==> src/rtl/qb_pkg.sv <==
`timescale 1ns/1ps
package qb_pkg;

    typedef enum logic [1:0] {
        POL_COUNT = 2'd0,
        POL_SYNC  = 2'd1,
        POL_SHARE = 2'd2,
        POL_BOTH  = 2'd3
    } policy_e;

    typedef enum logic [1:0] {
        CAUSE_NONE  = 2'd0,
        CAUSE_COUNT = 2'd1,
        CAUSE_SYNC  = 2'd2,
        CAUSE_SHARE = 2'd3
    } cause_e;

    typedef enum logic [1:0] {
        S_FRESH    = 2'd0,
        S_ARMED    = 2'd1,
        S_BOUNDARY = 2'd2
    } state_e;

endpackage

==> src/rtl/qb_event_filter.sv <==
`timescale 1ns/1ps
// Qualifies retirements: only valid, non-instrumentation retirements count.
module qb_event_filter (
    input  logic ret_valid,
    input  logic ret_instrum,
    input  logic ret_mem,
    input  logic ret_shared,
    input  logic ret_unlock,
    input  logic ret_spin,
    output logic counted,
    output logic priv_op,
    output logic shr_op,
    output logic sync_ev
);
    always_comb begin
        counted = ret_valid && !ret_instrum;
        priv_op = counted && ret_mem && !ret_shared;
        shr_op  = counted && ret_mem && ret_shared;
        sync_ev = counted && (ret_unlock || ret_spin);
    end
endmodule

==> src/rtl/qb_insn_counter.sv <==
`timescale 1ns/1ps
// Counts qualified retirements in the current quantum; flags the limit.
module qb_insn_counter #(
    parameter int CNT_W = 16
) (
    input  logic             clk,
    input  logic             rst_n,
    input  logic             clear,
    input  logic             inc,
    input  logic [CNT_W-1:0] target,
    output logic             hit
);
    localparam logic [CNT_W-1:0] CNT_MAX = {CNT_W{1'b1}};

    logic [CNT_W-1:0] cnt_q;
    logic [CNT_W:0]   cnt_plus;

    always_comb begin
        cnt_plus = {1'b0, cnt_q} + {{CNT_W{1'b0}}, 1'b1};
        hit      = inc && (cnt_plus >= {1'b0, target});
    end

    always_ff @(posedge clk or negedge rst_n) begin
        if (!rst_n) begin
            cnt_q <= '0;
        end else if (clear) begin
            cnt_q <= '0;
        end else if (inc && cnt_q != CNT_MAX) begin
            cnt_q <= cnt_plus[CNT_W-1:0];
        end
    end
endmodule

==> src/rtl/qb_share_window.sv <==
`timescale 1ns/1ps
// Length of the current run of private memory accesses since the last
// shared one; flags completion of the window while armed.
module qb_share_window #(
    parameter int WIN_W = 8
) (
    input  logic             clk,
    input  logic             rst_n,
    input  logic             clear,
    input  logic             armed,
    input  logic             priv_op,
    input  logic             shr_op,
    input  logic [WIN_W-1:0] window,
    output logic             hit
);
    localparam logic [WIN_W-1:0] RUN_MAX = {WIN_W{1'b1}};

    logic [WIN_W-1:0] run_q;
    logic [WIN_W:0]   run_plus;

    always_comb begin
        run_plus = {1'b0, run_q} + {{WIN_W{1'b0}}, 1'b1};
        hit      = armed && priv_op && (run_plus >= {1'b0, window});
    end

    always_ff @(posedge clk or negedge rst_n) begin
        if (!rst_n) begin
            run_q <= '0;
        end else if (clear || shr_op) begin
            run_q <= '0;
        end else if (armed && priv_op && run_q != RUN_MAX) begin
            run_q <= run_plus[WIN_W-1:0];
        end
    end
endmodule

==> src/rtl/quantum_boundary_gen.sv <==
`timescale 1ns/1ps
module quantum_boundary_gen
    import qb_pkg::*;
#(
    parameter int CNT_W = 16,
    parameter int WIN_W = 8
) (
    input  logic             clk,
    input  logic             rst_n,
    input  logic [1:0]       cfg_policy,
    input  logic [CNT_W-1:0] cfg_target,
    input  logic [WIN_W-1:0] cfg_window,
    input  logic             ret_valid,
    input  logic             ret_instrum,
    input  logic             ret_mem,
    input  logic             ret_shared,
    input  logic             ret_unlock,
    input  logic             ret_spin,
    output logic             q_end,
    output logic [1:0]       q_cause
);
    logic   counted, priv_op, shr_op, sync_ev;
    logic   cnt_hit, win_hit;
    logic   en_sync, en_share;
    logic   fire, armed;
    state_e state_q, state_d;
    cause_e cause_q, cause_d;

    qb_event_filter u_filt (
        .ret_valid   (ret_valid),
        .ret_instrum (ret_instrum),
        .ret_mem     (ret_mem),
        .ret_shared  (ret_shared),
        .ret_unlock  (ret_unlock),
        .ret_spin    (ret_spin),
        .counted     (counted),
        .priv_op     (priv_op),
        .shr_op      (shr_op),
        .sync_ev     (sync_ev)
    );

    qb_insn_counter #(.CNT_W(CNT_W)) u_cnt (
        .clk    (clk),
        .rst_n  (rst_n),
        .clear  (fire),
        .inc    (counted),
        .target (cfg_target),
        .hit    (cnt_hit)
    );

    assign armed = (state_q == S_ARMED);

    qb_share_window #(.WIN_W(WIN_W)) u_win (
        .clk     (clk),
        .rst_n   (rst_n),
        .clear   (fire),
        .armed   (armed),
        .priv_op (priv_op),
        .shr_op  (shr_op),
        .window  (cfg_window),
        .hit     (win_hit)
    );

    // Policy decode
    always_comb begin
        unique case (policy_e'(cfg_policy))
            POL_COUNT: begin en_sync = 1'b0; en_share = 1'b0; end
            POL_SYNC:  begin en_sync = 1'b1; en_share = 1'b0; end
            POL_SHARE: begin en_sync = 1'b0; en_share = 1'b1; end
            POL_BOTH:  begin en_sync = 1'b1; en_share = 1'b1; end
            default:   begin en_sync = 1'b0; en_share = 1'b0; end
        endcase
    end

    // Boundary decision with fixed priority: sync, sharing, count
    always_comb begin
        if (en_sync && sync_ev)        cause_d = CAUSE_SYNC;
        else if (en_share && win_hit)  cause_d = CAUSE_SHARE;
        else if (cnt_hit)              cause_d = CAUSE_COUNT;
        else                           cause_d = CAUSE_NONE;
        fire = (cause_d != CAUSE_NONE);
    end

    // Next state
    always_comb begin
        state_d = state_q;
        unique case (state_q)
            S_FRESH, S_BOUNDARY: begin
                if (fire)        state_d = S_BOUNDARY;
                else if (shr_op) state_d = S_ARMED;
                else             state_d = S_FRESH;
            end
            S_ARMED: begin
                if (fire)        state_d = S_BOUNDARY;
                else             state_d = S_ARMED;
            end
            default:             state_d = S_FRESH;
        endcase
    end

    // State register
    always_ff @(posedge clk or negedge rst_n) begin
        if (!rst_n) begin
            state_q <= S_FRESH;
            cause_q <= CAUSE_NONE;
        end else begin
            state_q <= state_d;
            if (fire) cause_q <= cause_d;
        end
    end

    // Outputs from state
    always_comb begin
        q_end   = 1'b0;
        q_cause = CAUSE_NONE;
        unique case (state_q)
            S_BOUNDARY: begin
                q_end   = 1'b1;
                q_cause = cause_q;
            end
            S_FRESH, S_ARMED: begin
                q_end   = 1'b0;
                q_cause = CAUSE_NONE;
            end
            default: begin
                q_end   = 1'b0;
                q_cause = CAUSE_NONE;
            end
        endcase
    end
endmodule

==> config.mk <==
export PLATFORM = sky130hd
export DESIGN_NAME = quantum_boundary_gen
export DESIGN_NICKNAME = d
export VERILOG_FILES = /design/src/rtl/qb_pkg.sv /design/src/rtl/qb_event_filter.sv /design/src/rtl/qb_insn_counter.sv /design/src/rtl/qb_share_window.sv /design/src/rtl/quantum_boundary_gen.sv
export SDC_FILE = /design/constraint.sdc
export NUM_CORES = 1
export LEC_CHECK = 0
export BUFFER_PORTS_ARGS = -buffer_cell sky130_fd_sc_hd__buf_2
export CAP_MARGIN = 25
export CORE_ASPECT_RATIO = 0.8
export CORE_UTILIZATION = 55
export DETAILED_ROUTE_END_ITERATION = 7
export PLACE_DENSITY_LB_ADDON = 0.1
export SYNTH_ARGS = -nofsm -noshare
export SYNTH_HDL_FRONTEND = slang
export SYNTH_SLANG_ARGS = --single-unit
==> constraint.sdc <==
create_clock -name clk -period 4.22 [get_ports clk]
set_clock_uncertainty 0.2 [all_clocks]
set_input_delay 1.266 -clock clk [delete_from_list [all_inputs] [get_ports clk]]
set_output_delay 1.266 -clock clk [all_outputs]
set_load 0.05 [all_outputs]
# Word-level counts from Yosys, hierarchy flattened

Index checks and enable logic that the tools add are counted.

Input port bits: 34
Output and inout bits: 3
Register bits: 28

Eq/ne operators: 7
Order comparisons: 2
Add/sub/neg operators: 2
Muxes and demuxes: 15
Reductions and logical operators: 26

Operator list:

| cell                  | number |
|---|---|
| $mux 16               | 2 |
| $add 16x1->17 const B | 1 |
| $ge 17x16->1          | 1 |
| $mux 8                | 2 |
| $ne 16x16->1 const B  | 1 |
| $logic_and 1x1->1     | 12 |
| $mux 2                | 5 |
| $reduce_or 2->1       | 5 |
| $add 8x1->9 const B   | 1 |
| $ge 9x8->1            | 1 |
| $ne 8x8->1 const B    | 1 |
| $eq 2x2->1 const B    | 3 |
| $reduce_bool 2->1     | 3 |
| $eq 2x1->1 const B    | 2 |
| $logic_not 2->1       | 2 |
| $pmux 1 s2            | 2 |
| $pmux 2 s2            | 1 |
| $mux 1                | 3 |
| $logic_not 1->1       | 2 |
| $logic_or 1x1->1      | 2 |

# Depth between registers and ports, before layout

Gate-level depths: netlist (run 1).

Depth in word-level cells: 12
Depth in mapped cells: 13

# Modules after synthesis

Synthesis (run 1) repeated with hierarchy kept, for this count alone.

Cells, all modules: 278
Area, all modules: 2373.5 um^2

Modules (own cells, without submodules):

| module               | seq. area each (um^2) | times used | area each (um^2) | cells an instance |
|---|---|---|---|---|
| qb_insn_counter      | 400.4                 | 1          | 1451.4           | 174 |
| qb_share_window      | 200.2                 | 1          | 694.4            | 83 |
| quantum_boundary_gen | 100.1                 | 1          | 191.4            | 17 |
| qb_event_filter      | 0.0                   | 1          | 36.3             | 4 |

# Least setup slack after synthesis (run 1)

No wires, ideal clock.

Path type: reg2reg
Start: register u_cnt.cnt_q[0]
End: register u_win.run_q[5]
Clock period less this slack: 3.145 ns
Stages on the path, launching flop included: 14
Path slack: 1.075 ns
Required time: 3.924 ns
Arrival: 2.849 ns
Path through: dfrtp_1 > ha_1 > and3_1 > and3_1 > and3_1 > xor2_1 > ha_1 > a21o_1 > a221oi_1 > a31oi_1 > a31o_1 > buf_6 > buf_6 > nor4_2

Word-level cells in the longest chain between the ends: 9
Elaborated cells on any way between the ends: 10

Ends and longest elaborated chain:

| item                                               | line                       | source |
|---|---|---|
| from (decl)                                        | qb_insn_counter.sv:15      | `logic [CNT_W-1:0] cnt_q;` |
| from (signal assigned)                             | qb_insn_counter.sv:29      | `cnt_q <= cnt_plus[CNT_W-1:0];` |
| $add 16x1->17 (*)                                  | qb_insn_counter.sv:19      | `cnt_plus = {1'b0, cnt_q} + {{CNT_W{1'b0}}, 1'b1};` |
| $ge 17x16->1 (*)                                   | qb_insn_counter.sv:20      | `hit = inc && (cnt_plus >= {1'b0, target});` |
| $logic_and 1x1->1 (*)                              | qb_insn_counter.sv:20      |  |
| $mux 1 (*)                                         | quantum_boundary_gen.sv:79 | `else if (cnt_hit) cause_d = CAUSE_COUNT;` |
| $mux 2 (*)                                         | quantum_boundary_gen.sv:78 | `else if (en_share && win_hit) cause_d = CAUSE_SHARE;` |
| $mux 2 (*)                                         | quantum_boundary_gen.sv:77 | `if (en_sync && sync_ev) cause_d = CAUSE_SYNC;` |
| $reduce_bool 2->1 (*)                              | quantum_boundary_gen.sv:81 | `fire = (cause_d != CAUSE_NONE);` |
| $logic_or 1x1->1 (*)                               | qb_share_window.sv:29      | `end else if (clear \|\| shr_op) begin` |
| $mux 8 / $reduce_bool 2->1 (equally long branches) | --                         |  |
| to (signal assigned)                               | qb_share_window.sv:32      | `run_q <= run_plus[WIN_W-1:0];` |
| to (decl)                                          | qb_share_window.sv:18      | `logic [WIN_W-1:0] run_q;` |

Mark *: on every way between the ends. The rest lies on a longest branch, timed or not.
A chain may end at the register's enable or synchronous reset.

# Worst setup path in the final report (run 1)

Start: register u_cnt.cnt_q[0]
End: register u_win.run_q[0]

Same word-level chain as after synthesis.

==> qor.log, run 1 <==
[floorplan] die extent in x 77.5 µm
[sta] fmax 0.278 GHz
[worst_setup_path] slowest CP cell sky130_fd_sc_hd__dfrtp_1
[cells_and_area] layout overhead on the synthesized area 10.1%
[yosys] adder and majority cell fraction of the synthesized area 13.0%
[power_and_ir_drop] sw power 0.000198 W
[cells_and_area] cell area after layout 2760 µm²
[cells_and_area] number of inserted filler cells in the final layout 384
[grt] first-pass GRT wire length 8.37 mm
[yosys] Yosys warning count 0
[sta] period utilization 85.3%
[sta] Worst slew margin 49.0%
[routing] routed wire length 4.71 mm
[placed_design] dpl ws 0.614 ns
[routing] number of routed nets with antenna violations 0
[clocking] clock tree root driver cell sky130_fd_sc_hd__clkbuf_8
[clocking] H-tree Lvls 1
[clocking] number of buffers on the longest clock path 2
[grt] global-route congestion overflow total 0
[placed_design] cell total after placement 355
[worst_setup_path] critical path fanouts, max 20
[routing] Detailed Routing Iterations Pass 1 4
[yosys] post-synthesis cell count 272
[yosys] post-synthesis xor/xnor area fraction 14.0%
[floorplan] core region area 4280 µm²
[placed_design] Final GP Congestion 0.842
[worst_setup_path] crit-path leading delay family simple AND/OR/NAND/NOR gates
[worst_setup_path] required time at the worst-slack endpoint 4.20 ns
[worst_setup_path] maximum cell stage delay along the critical path 0.44 ns
[placed_design] instance area at placement 2700 µm²
[placed_design] number of buffers added on ports 36
[floorplan] Vert. Die Dim 62.4 µm
[yosys] Synth Flop Type sky130_fd_sc_hd__dfrtp_1
[worst_setup_path] most numerous cell on the critical path sky130_fd_sc_hd__and3_1
[floorplan] Top-Level Pins 37
[clocking] clock slew seen by the registers of the worst setup and hold paths 0.10 ns
[cells_and_area] core occupancy in the finished layout 64.4%
[cells_and_area] Antenna Cells 0
[job] maxcap violations 0
[yosys] Synth Cell Area 2500 µm²
[routing] Iteration-0 DRC Markers 101
[grt] initial antenna violation count 0
[routing] per-cell routed wire length 13.1 µm
[yosys] EDFF count, synth 0
[clocking] clock sinks 28
[routing] Avg Vias per Cell 5.56
[yosys] sequential share of the synthesized area 28.0%
[yosys] count of distinct cell types in the synthesized netlist 51
[worst_setup_path] cells along the critical path ha_1 > and3_1 > and3_1 > and3_1 > xor2_1 > ha_1 > a21o_1 > a221oi_1 > a31oi_1 > a31o_1 > buf_16 > nor4_1
[cells_and_area] Final nets 363
[yosys] combinational family with the most area after synthesis simple AND/OR/NAND/NOR gates
[sta] count of endpoints failing setup in the final report 0
[power_and_ir_drop] combinational group share of total power 24.8%
[floorplan] Die Footprint 4830 µm²
[floorplan] Rows 21
[floorplan] starting density of the core 58.5%
[worst_setup_path] startpoint class of the critical path flip-flop
[clocking] count of cells resized by post-cts repair 0
[yosys] Mapped Nets 332
[clocking] post-CTS repair timing setup buffer count 0
[sta] smallest setup slack after layout 0.621 ns
[routing] DRC violation count after routing 0
[power_and_ir_drop] switch share 30.5%
[sta] max-slew violation count 0
[yosys] compound-cell area share of the yosys netlist 8.59%
[clocking] clock insertion delay at the later pin of the skew report 0.28 ns
[power_and_ir_drop] relative contribution of the clock network to total power 26.0%
[clocking] clock tree from TritonCTS yes
[status] status completed
[sta] TNS Setup 0 ns
[worst_setup_path] CP arrival 3.58 ns
[yosys] simple-gate share of the synthesized area 27.7%
[worst_setup_path] combined buffer and inverter count along the critical path 1
[worst_setup_path] category of the most critical setup path flip-flop to flip-flop
[power_and_ir_drop] sequential cell fraction of total power 49.2%
[power_and_ir_drop] cell area power density 235 nW/µm²
[placed_design] post-detail-place hpwl 3.69 mm
[routing] via count 1995
[yosys] register bit total from synthesis 28
[worst_setup_path] Critical Path End Type flip-flop
[routing] uppermost signal routing layer after detailed routing met4
[routing] met3 WL post-DR 171 µm
[routing] M1 wire length 2.44 mm
[yosys] mean area per synthesized cell 9.21 µm²
[routing] DR WL met2 2.08 mm
[grt] total routing resource utilization after global routing 21.2%
[cells_and_area] number of standard cells in the final layout excluding fillers 359
[min_path] class of the most critical hold timing path flip-flop to flip-flop
[power_and_ir_drop] internal power component 0.000451 W
[yosys] proportion of synthesized flip-flops having asynchronous set or reset 100%
[sta] final critical path time including I/O delays and setup 3.60 ns
[cells_and_area] fraction of layout cells with a size suffix above 1 19.9%
[sta] RSZ-0062 raised after global routing false
[grt] vias in the first global route 1824
[power_and_ir_drop] highest ir drop seen on vdd 0.000199 V
[sta] Final Hold Violating Endpoints 0
[sta] transition at the pin with the smallest max-transition slack 0.762 ns
[yosys] fraction of synthesized area in multiplexers 1.20%
[clocking] Hold Buf Count CTS 0
[clocking] number of CTS-inserted buffers 3
[grt] largest net degree at the start of global routing 29
[power_and_ir_drop] leakage dissipation 1.37 nW
==> path summary, 6_finish.rpt <==
path                                                  from                          to  slack (ns)  cells after the start
max in group asynchronous                            rst_n  u_win.run_q[3]$_DFFE_PN0P_        2.63                      1
worst max-delay path            u_cnt.cnt_q[0]$_DFFE_PN0P_  u_win.run_q[0]$_DFFE_PN0P_        0.62                     12
worst max register to register  u_cnt.cnt_q[0]$_DFFE_PN0P_  u_win.run_q[0]$_DFFE_PN0P_        0.62                     12
min in group asynchronous                            rst_n  u_cnt.cnt_q[0]$_DFFE_PN0P_        0.79                      1
worst min-delay path                cause_q[0]$_DFFE_PN0P_      cause_q[0]$_DFFE_PN0P_        0.32                      1
worst min register to register      cause_q[0]$_DFFE_PN0P_      cause_q[0]$_DFFE_PN0P_        0.32                      1
==> final cells by class <==
| cell class | instances | area (µm²) | area share (%) |
|---|---|---|---|
| Clock buffer | 4 | 55.1 | 2.00 |
| Sequential cell | 28 | 701 | 25.4 |
| Timing Repair Buffer | 38 | 215 | 7.80 |
| Tap cell | 57 | 71.3 | 2.59 |
| Multi-Input combinational cell | 205 | 1610 | 58.5 |
| Inverter | 27 | 101 | 3.68 |
==> cell usage in the layout (no fill, tap or decap), types with 6 or more instances in the layout <==
cell,netlist,routed
sky130_fd_sc_hd__a21oi_1,6,6
sky130_fd_sc_hd__and3_1,6,6
sky130_fd_sc_hd__buf_2,5,36
sky130_fd_sc_hd__dfrtp_1,28,28
sky130_fd_sc_hd__ha_1,26,26
sky130_fd_sc_hd__inv_1,27,27
sky130_fd_sc_hd__nand2_1,11,11
sky130_fd_sc_hd__nand3_1,8,8
sky130_fd_sc_hd__nand4_1,6,6
sky130_fd_sc_hd__nor2_1,10,10
sky130_fd_sc_hd__nor3_1,27,27
sky130_fd_sc_hd__nor4_1,9,9
sky130_fd_sc_hd__o21ai_0,6,6
sky130_fd_sc_hd__xnor2_1,33,33
sky130_fd_sc_hd__xor2_1,7,7
==> worst register-to-register path, stage by stage (launching register included) <==
cell and delay [ns]:
sky130_fd_sc_hd__dfrtp_1 0.44, sky130_fd_sc_hd__ha_1 0.27, sky130_fd_sc_hd__and3_1 0.27, sky130_fd_sc_hd__and3_1 0.20
sky130_fd_sc_hd__and3_1 0.19, sky130_fd_sc_hd__xor2_1 0.14, sky130_fd_sc_hd__ha_1 0.31, sky130_fd_sc_hd__a21o_1 0.17
sky130_fd_sc_hd__a221oi_1 0.27, sky130_fd_sc_hd__a31oi_1 0.12, sky130_fd_sc_hd__a31o_1 0.36, sky130_fd_sc_hd__buf_16 0.24
sky130_fd_sc_hd__nor4_1 0.31
==> cells in the mapped netlist, types with 2 or more instances <==
cell	instances	share of area [%]
sky130_fd_sc_hd__dfrtp_1	28	28
sky130_fd_sc_hd__nor3b_1	2	0.60
sky130_fd_sc_hd__o211ai_1	2	0.60
sky130_fd_sc_hd__mux2i_1	3	1.2
sky130_fd_sc_hd__nor3_2	2	0.80
sky130_fd_sc_hd__and3_1	6	1.5
sky130_fd_sc_hd__or2_2	2	0.50
sky130_fd_sc_hd__inv_1	27	4.0
sky130_fd_sc_hd__xnor2_1	33	12
sky130_fd_sc_hd__and4_1	4	1.4
sky130_fd_sc_hd__buf_6	5	2.2
sky130_fd_sc_hd__nor4_1	9	2.2
sky130_fd_sc_hd__and2_1	3	0.75
sky130_fd_sc_hd__buf_2	5	1.0
sky130_fd_sc_hd__nand3_1	8	1.6
sky130_fd_sc_hd__nor2b_1	2	0.50
sky130_fd_sc_hd__nand2_1	11	1.6
sky130_fd_sc_hd__nor3_1	27	5.4
sky130_fd_sc_hd__xor2_1	7	2.4
sky130_fd_sc_hd__nand4_2	2	1.0
sky130_fd_sc_hd__a211oi_1	2	0.60
sky130_fd_sc_hd__nand4_1	6	1.5
sky130_fd_sc_hd__nand2b_1	2	0.50
sky130_fd_sc_hd__o21ai_0	6	1.2
sky130_fd_sc_hd__nor2_1	10	1.5
sky130_fd_sc_hd__a21oi_1	6	1.2
sky130_fd_sc_hd__nor4_2	2	1.0
sky130_fd_sc_hd__a21o_1	2	0.60
sky130_fd_sc_hd__ha_1	26	13
==> metal layers <==
layer	track usage (%)	up-vias
met5	0	-
met4	2.36	0
met3	3.53	5
li1	-	1027
met1	30.7	925
met2	34.1	38
==> sequential cells by signal, summed over array words and instances, names as in the netlist <==
name         flops
cause_q          2
state_q          2
u_cnt.cnt_q     16
u_win.run_q      8
==> through the flow <==
stage	power, W	hold slack (ns)
2_1_floorplan	0.000434	0.268
6_report	0.000649	0.319
5_1_grt	0.000690	0.362
4_1_cts	0.000654	0.324
3_3_place_gp	0.000481	0.289
3_5_place_dp	0.000486	0.299
==> power by group through the flow <==
stage | Sequential, W | Clock (W) | Combinational, W
3_5_place_dp | 0.000323 | 0 | 0.000163
3_3_place_gp | 0.000322 | 0 | 0.000159
6_report | 0.000319 | 0.000169 | 0.000161
4_1_cts | 0.000318 | 0.000173 | 0.000164
5_1_grt | 0.000322 | 0.000180 | 0.000188
2_1_floorplan | 0.000316 | 0 | 0.000118
==> cells by family (layout without fill, tap and decap cells) <==
family | after synthesis | count (layout)
simple gates | 108 | 108
xor+xnor | 40 | 40
fa+ha+maj | 26 | 26
flops | 28 | 28
buf+inv | 39 | 69
mux | 3 | 3
compound gates | 28 | 28
No activity file was read; power rests on OpenSTA's default activity.
==> run 2: changes to the inputs <==
Settings changed: SYNTH_HIERARCHICAL set to 1.
==> run 2 against run 1 <==
Against the previous run:
- count of clock-buffer cells in the layout stayed put
- critical path depth unchanged
- core utilization up 2.6 points
- synthesized area fell by 5.2%
- setup slack got worse by 0.38 ns
- clock power decreased by 2%
- global-route usage rose by 0.88 points
- highest routed layer is now met3
==> qor.log, run 2 <==
[status] status completed
[placed_design] Final GP Congestion 0.867 [+2.9%]
[clocking] clock tree root driver cell sky130_fd_sc_hd__clkbuf_8
[routing] DRC violation count after routing 0 [unchanged]
[clocking] clock tree from TritonCTS yes
[grt] largest net degree at the start of global routing 29 [unchanged]
[power_and_ir_drop] highest ir drop seen on vdd 0.000223 V [+12%]
[placed_design] post-detail-place hpwl 3.49 mm [-5.3%]
[yosys] count of distinct cell types in the synthesized netlist 49 [-3.9%]
[sta] Final Hold Violating Endpoints 0 [unchanged]
[grt] global-route congestion overflow total 0 [unchanged]
[floorplan] core region area 3950 µm² [-7.7%]
[worst_setup_path] most numerous cell on the critical path sky130_fd_sc_hd__ha_1
[yosys] Mapped Nets 338 [+1.8%]
[clocking] clock sinks 28 [unchanged]
[routing] via count 1968 [-1.4%]
[worst_setup_path] cells along the critical path ha_1 > nand4_1 > nor4_2 > xor2_1 > ha_1 > a21o_1 > a211oi_1 > a41oi_1 > a221o_1 > or2_2 > or4_1 > nand2_1
[floorplan] starting density of the core 60.0% [+1.5 points]
[clocking] number of CTS-inserted buffers 3 [unchanged]
[worst_setup_path] CP arrival 4.01 ns [+0.43 ns]
[grt] first-pass GRT wire length 7.71 mm [-7.8%]
[worst_setup_path] startpoint class of the critical path flip-flop
[yosys] mean area per synthesized cell 8.54 µm² [-7.3%]
[job] maxcap violations 0 [unchanged]
[yosys] register bit total from synthesis 28 [unchanged]
[cells_and_area] top register by number of flip-flops u_cnt/cnt_q
[floorplan] die extent in x 75.4 µm [-2.6%]
[cells_and_area] number of inserted filler cells in the final layout 362 [-5.7%]
[yosys] cell with the most instances after synthesis sky130_fd_sc_hd__dfrtp_1
[floorplan] Top-Level Pins 37 [unchanged]
[sta] transition at the pin with the smallest max-transition slack 0.604 ns [-0.158 ns]
[yosys] top cell type's share of synthesized area 29.5% [+1.5 points]
[floorplan] Vert. Die Dim 60.8 µm [-2.6%]
[cells_and_area] flip-flop count of the largest register, all copies and words added 16 [unchanged]
[clocking] post-CTS repair timing setup buffer count 0 [unchanged]
[cells_and_area] number of standard cells in the final layout excluding fillers 364 [+1.4%]
[power_and_ir_drop] internal power component 0.000442 W [-2.0%]
[sta] TNS Setup 0 ns [unchanged]
[power_and_ir_drop] sequential cell fraction of total power 50.1% [+0.9 points]
[cells_and_area] layout overhead on the synthesized area 11.6%
[yosys] sequential share of the synthesized area 29.5% [+1.5 points]
[worst_setup_path] category of the most critical setup path flip-flop to flip-flop
[cells_and_area] top library cells by usage in the layout, fill and taps aside 36 x sky130_fd_sc_hd__buf_2, 28 x sky130_fd_sc_hd__dfrtp_1, 27 x sky130_fd_sc_hd__nor2_1
[yosys] post-synthesis cell count 278 [+2.2%]
[yosys] Yosys warning count 6 [+6]
[sta] fmax 0.251 GHz [-9.6%]
[sta] count of endpoints failing setup in the final report 0 [unchanged]
[worst_setup_path] critical path fanouts, max 8 [-60%]
[cells_and_area] Final nets 370 [+1.9%]
[power_and_ir_drop] relative contribution of the clock network to total power 26.1% [about the same]
[routing] Iteration-0 DRC Markers 116 [+15%]
[power_and_ir_drop] switch share 29.9% [-0.57 points]
[sta] Worst slew margin 59.7% [+11 points]
[cells_and_area] fraction of layout cells with a size suffix above 1 16.8% [-3.0 points]
[yosys] cell types occupying the most area after synthesis sky130_fd_sc_hd__dfrtp_1 30%, sky130_fd_sc_hd__ha_1 14%, sky130_fd_sc_hd__xor2_1 9.6%, sky130_fd_sc_hd__nor2_1 4.3%, sky130_fd_sc_hd__inv_1 4.0%
[worst_setup_path] slowest CP cell sky130_fd_sc_hd__or4_1
[yosys] Synth Flop Type sky130_fd_sc_hd__dfrtp_1
[power_and_ir_drop] sw power 0.000189 W [-4.6%]
[routing] per-cell routed wire length 12.5 µm [-4.7%]
[power_and_ir_drop] cell area power density 238 nW/µm² [+1.2%]
[clocking] clock insertion delay at the later pin of the skew report 0.28 ns [about the same]
[worst_setup_path] required time at the worst-slack endpoint 4.24 ns [+0.04 ns]
[sta] max-slew violation count 0 [unchanged]
[placed_design] number of buffers added on ports 36 [unchanged]
[cells_and_area] Antenna Cells 0 [unchanged]
[worst_setup_path] maximum cell stage delay along the critical path 0.48 ns [+0.04 ns]
[cells_and_area] biggest regs u_cnt/cnt_q: 16 flops, u_win/run_q: 8 flops
[floorplan] Die Footprint 4580 µm² [-5.1%]
[clocking] number of buffers on the longest clock path 2 [unchanged]
[sta] final critical path time including I/O delays and setup 3.98 ns [+0.383 ns]
[cells_and_area] cell area after layout 2650 µm² [-3.9%]
[yosys] synth cell count leaders 28 x sky130_fd_sc_hd__dfrtp_1, 27 x sky130_fd_sc_hd__nor2_1, 26 x sky130_fd_sc_hd__ha_1, 26 x sky130_fd_sc_hd__xor2_1, 25 x sky130_fd_sc_hd__inv_1
[sta] period utilization 94.4% [+9.1 points]
[min_path] class of the most critical hold timing path flip-flop to flip-flop
[yosys] Synth Cell Area 2370 µm² [-5.2%]
[power_and_ir_drop] combinational group share of total power 23.8% [-1.0 points]
[routing] Avg Vias per Cell 5.41 [-2.7%]
[placed_design] instance area at placement 2590 µm² [-4.3%]
[clocking] clock slew seen by the registers of the worst setup and hold paths 0.10 ns [about the same]
[placed_design] cell total after placement 360 [+1.4%]
[clocking] H-tree Lvls 1 [unchanged]
[routing] number of routed nets with antenna violations 0 [unchanged]
[yosys] largest area contributor in the synthesized netlist sky130_fd_sc_hd__dfrtp_1
[routing] Detailed Routing Iterations Pass 1 4 [unchanged]
[grt] vias in the first global route 1704 [-6.6%]
[floorplan] Rows 20 [-4.8%]
[yosys] proportion of synthesized flip-flops having asynchronous set or reset 100% [unchanged]
[worst_setup_path] Critical Path End Type flip-flop
[yosys] EDFF count, synth 0 [unchanged]
[grt] initial antenna violation count 0 [unchanged]
[power_and_ir_drop] leakage dissipation 1.38 nW [+1.2%]
[cells_and_area] most frequent standard cell in the layout excluding fill and tap cells sky130_fd_sc_hd__buf_2
[grt] total routing resource utilization after global routing 22.1% [+0.88 points]
[routing] routed wire length 4.55 mm [-3.4%]
[run 2: cell types whose count changed after synthesis, sizes merged, moves of 5 or more]
cell,before,now
nor3,30,3
xnor2,33,8
xor2,7,26
nor2,10,27
nor4,12,1
a21oi,6,16
buf,11,3
clkbuf,1,8
nand2,11,18
o211ai,2,9
o31ai,0,5
[run 2: final timing paths]
kind / from / end / slack (ns) / cells past startpoint
hold / removal: state_q[1]$_DFF_PN0_ / state_q[1]$_DFF_PN0_ / 0.28 / 1
min in group asynchronous: rst_n / u_cnt/cnt_q[11]$_DFFE_PN0P_ / 0.78 / 1
setup / recovery: u_cnt/cnt_q[0]$_DFFE_PN0P_ / u_win/run_q[3]$_DFFE_PN0P_ / 0.24 / 12
max in group asynchronous: rst_n / u_cnt/cnt_q[1]$_DFFE_PN0P_ / 2.63 / 1
setup reg to reg: u_cnt/cnt_q[0]$_DFFE_PN0P_ / u_win/run_q[3]$_DFFE_PN0P_ / 0.24 / 12
hold reg to reg: state_q[1]$_DFF_PN0_ / state_q[1]$_DFF_PN0_ / 0.28 / 1
[run 2: per-stage QoR]
stage	setup WS, ns	hold slack, ns	total power [W]	util, %
after CTS	0.293	0.279	0.000636	66.8
after global placement	0.242	0.262	0.000466	65.4
after detailed placement	0.187	0.266	0.000471	65.4
after floorplan	0.400	0.248	0.000424	-
final	0.238	0.279	0.000631	67.0
after global routing	-0.0300	0.305	0.000676	67.0
[run 2: critical path, delay by kind of cell (launching register included)]
family	cells	cell delay, ns
adders and majority gates	2	0.54
and+or+nand+nor	5	1.55
DFF	1	0.43
xor gates and xnor gates	1	0.21
AOI/OAI and AO/OA	4	0.99
[run 2: what timing repair did]
action / CTS / global route
gates resized for setup: 0 / 1
setup endpoints to repair: 0 / 1
hold buffers: 0 / 0
[run 2: area by class of cell]
type | instances | area [µm²] | area share [%]
Clock buffer | 4 | 55.1 | 2.08
Multi-Input combinational cell | 214 | 1540 | 58.0
Sequential cell | 28 | 701 | 26.5
Inverter | 25 | 93.8 | 3.54
Tap cell | 55 | 68.8 | 2.60
Timing Repair Buffer | 38 | 195 | 7.37
[run 2: layer usage]
metal	share of wire, %	GRT usage (%)	up-vias
met5	0	0	-
met4	0	1.59	0
met3	4.1	3.99	0
met2	41	31.5	38
met1	55	35.9	890
li1	-	-	1040
[run 2: power by group through the flow]
| stage | combinational, W | sequential, W | clock, W |
|---|---|---|---|
| 6_report | 0.000150 | 0.000316 | 0.000165 |
| 5_1_grt | 0.000176 | 0.000320 | 0.000181 |
| 4_1_cts | 0.000152 | 0.000316 | 0.000168 |
| 3_5_place_dp | 0.000150 | 0.000321 | 0 |
| 3_3_place_gp | 0.000145 | 0.000321 | 0 |
| 2_1_floorplan | 0.000115 | 0.000309 | 0 |
[run 2: kinds of logic (layout without fill, tap and decap cells)]
kind of cell,Yosys count,after routing,share of synthesized area (%)
xor+xnor,34,34,12.5
fa+ha+maj,26,26,13.7
compound gates,54,54,15.0
mux,2,2,0.843
simple gates,98,98,22.4
flops,28,28,29.5
buf+inv,36,67,6.06
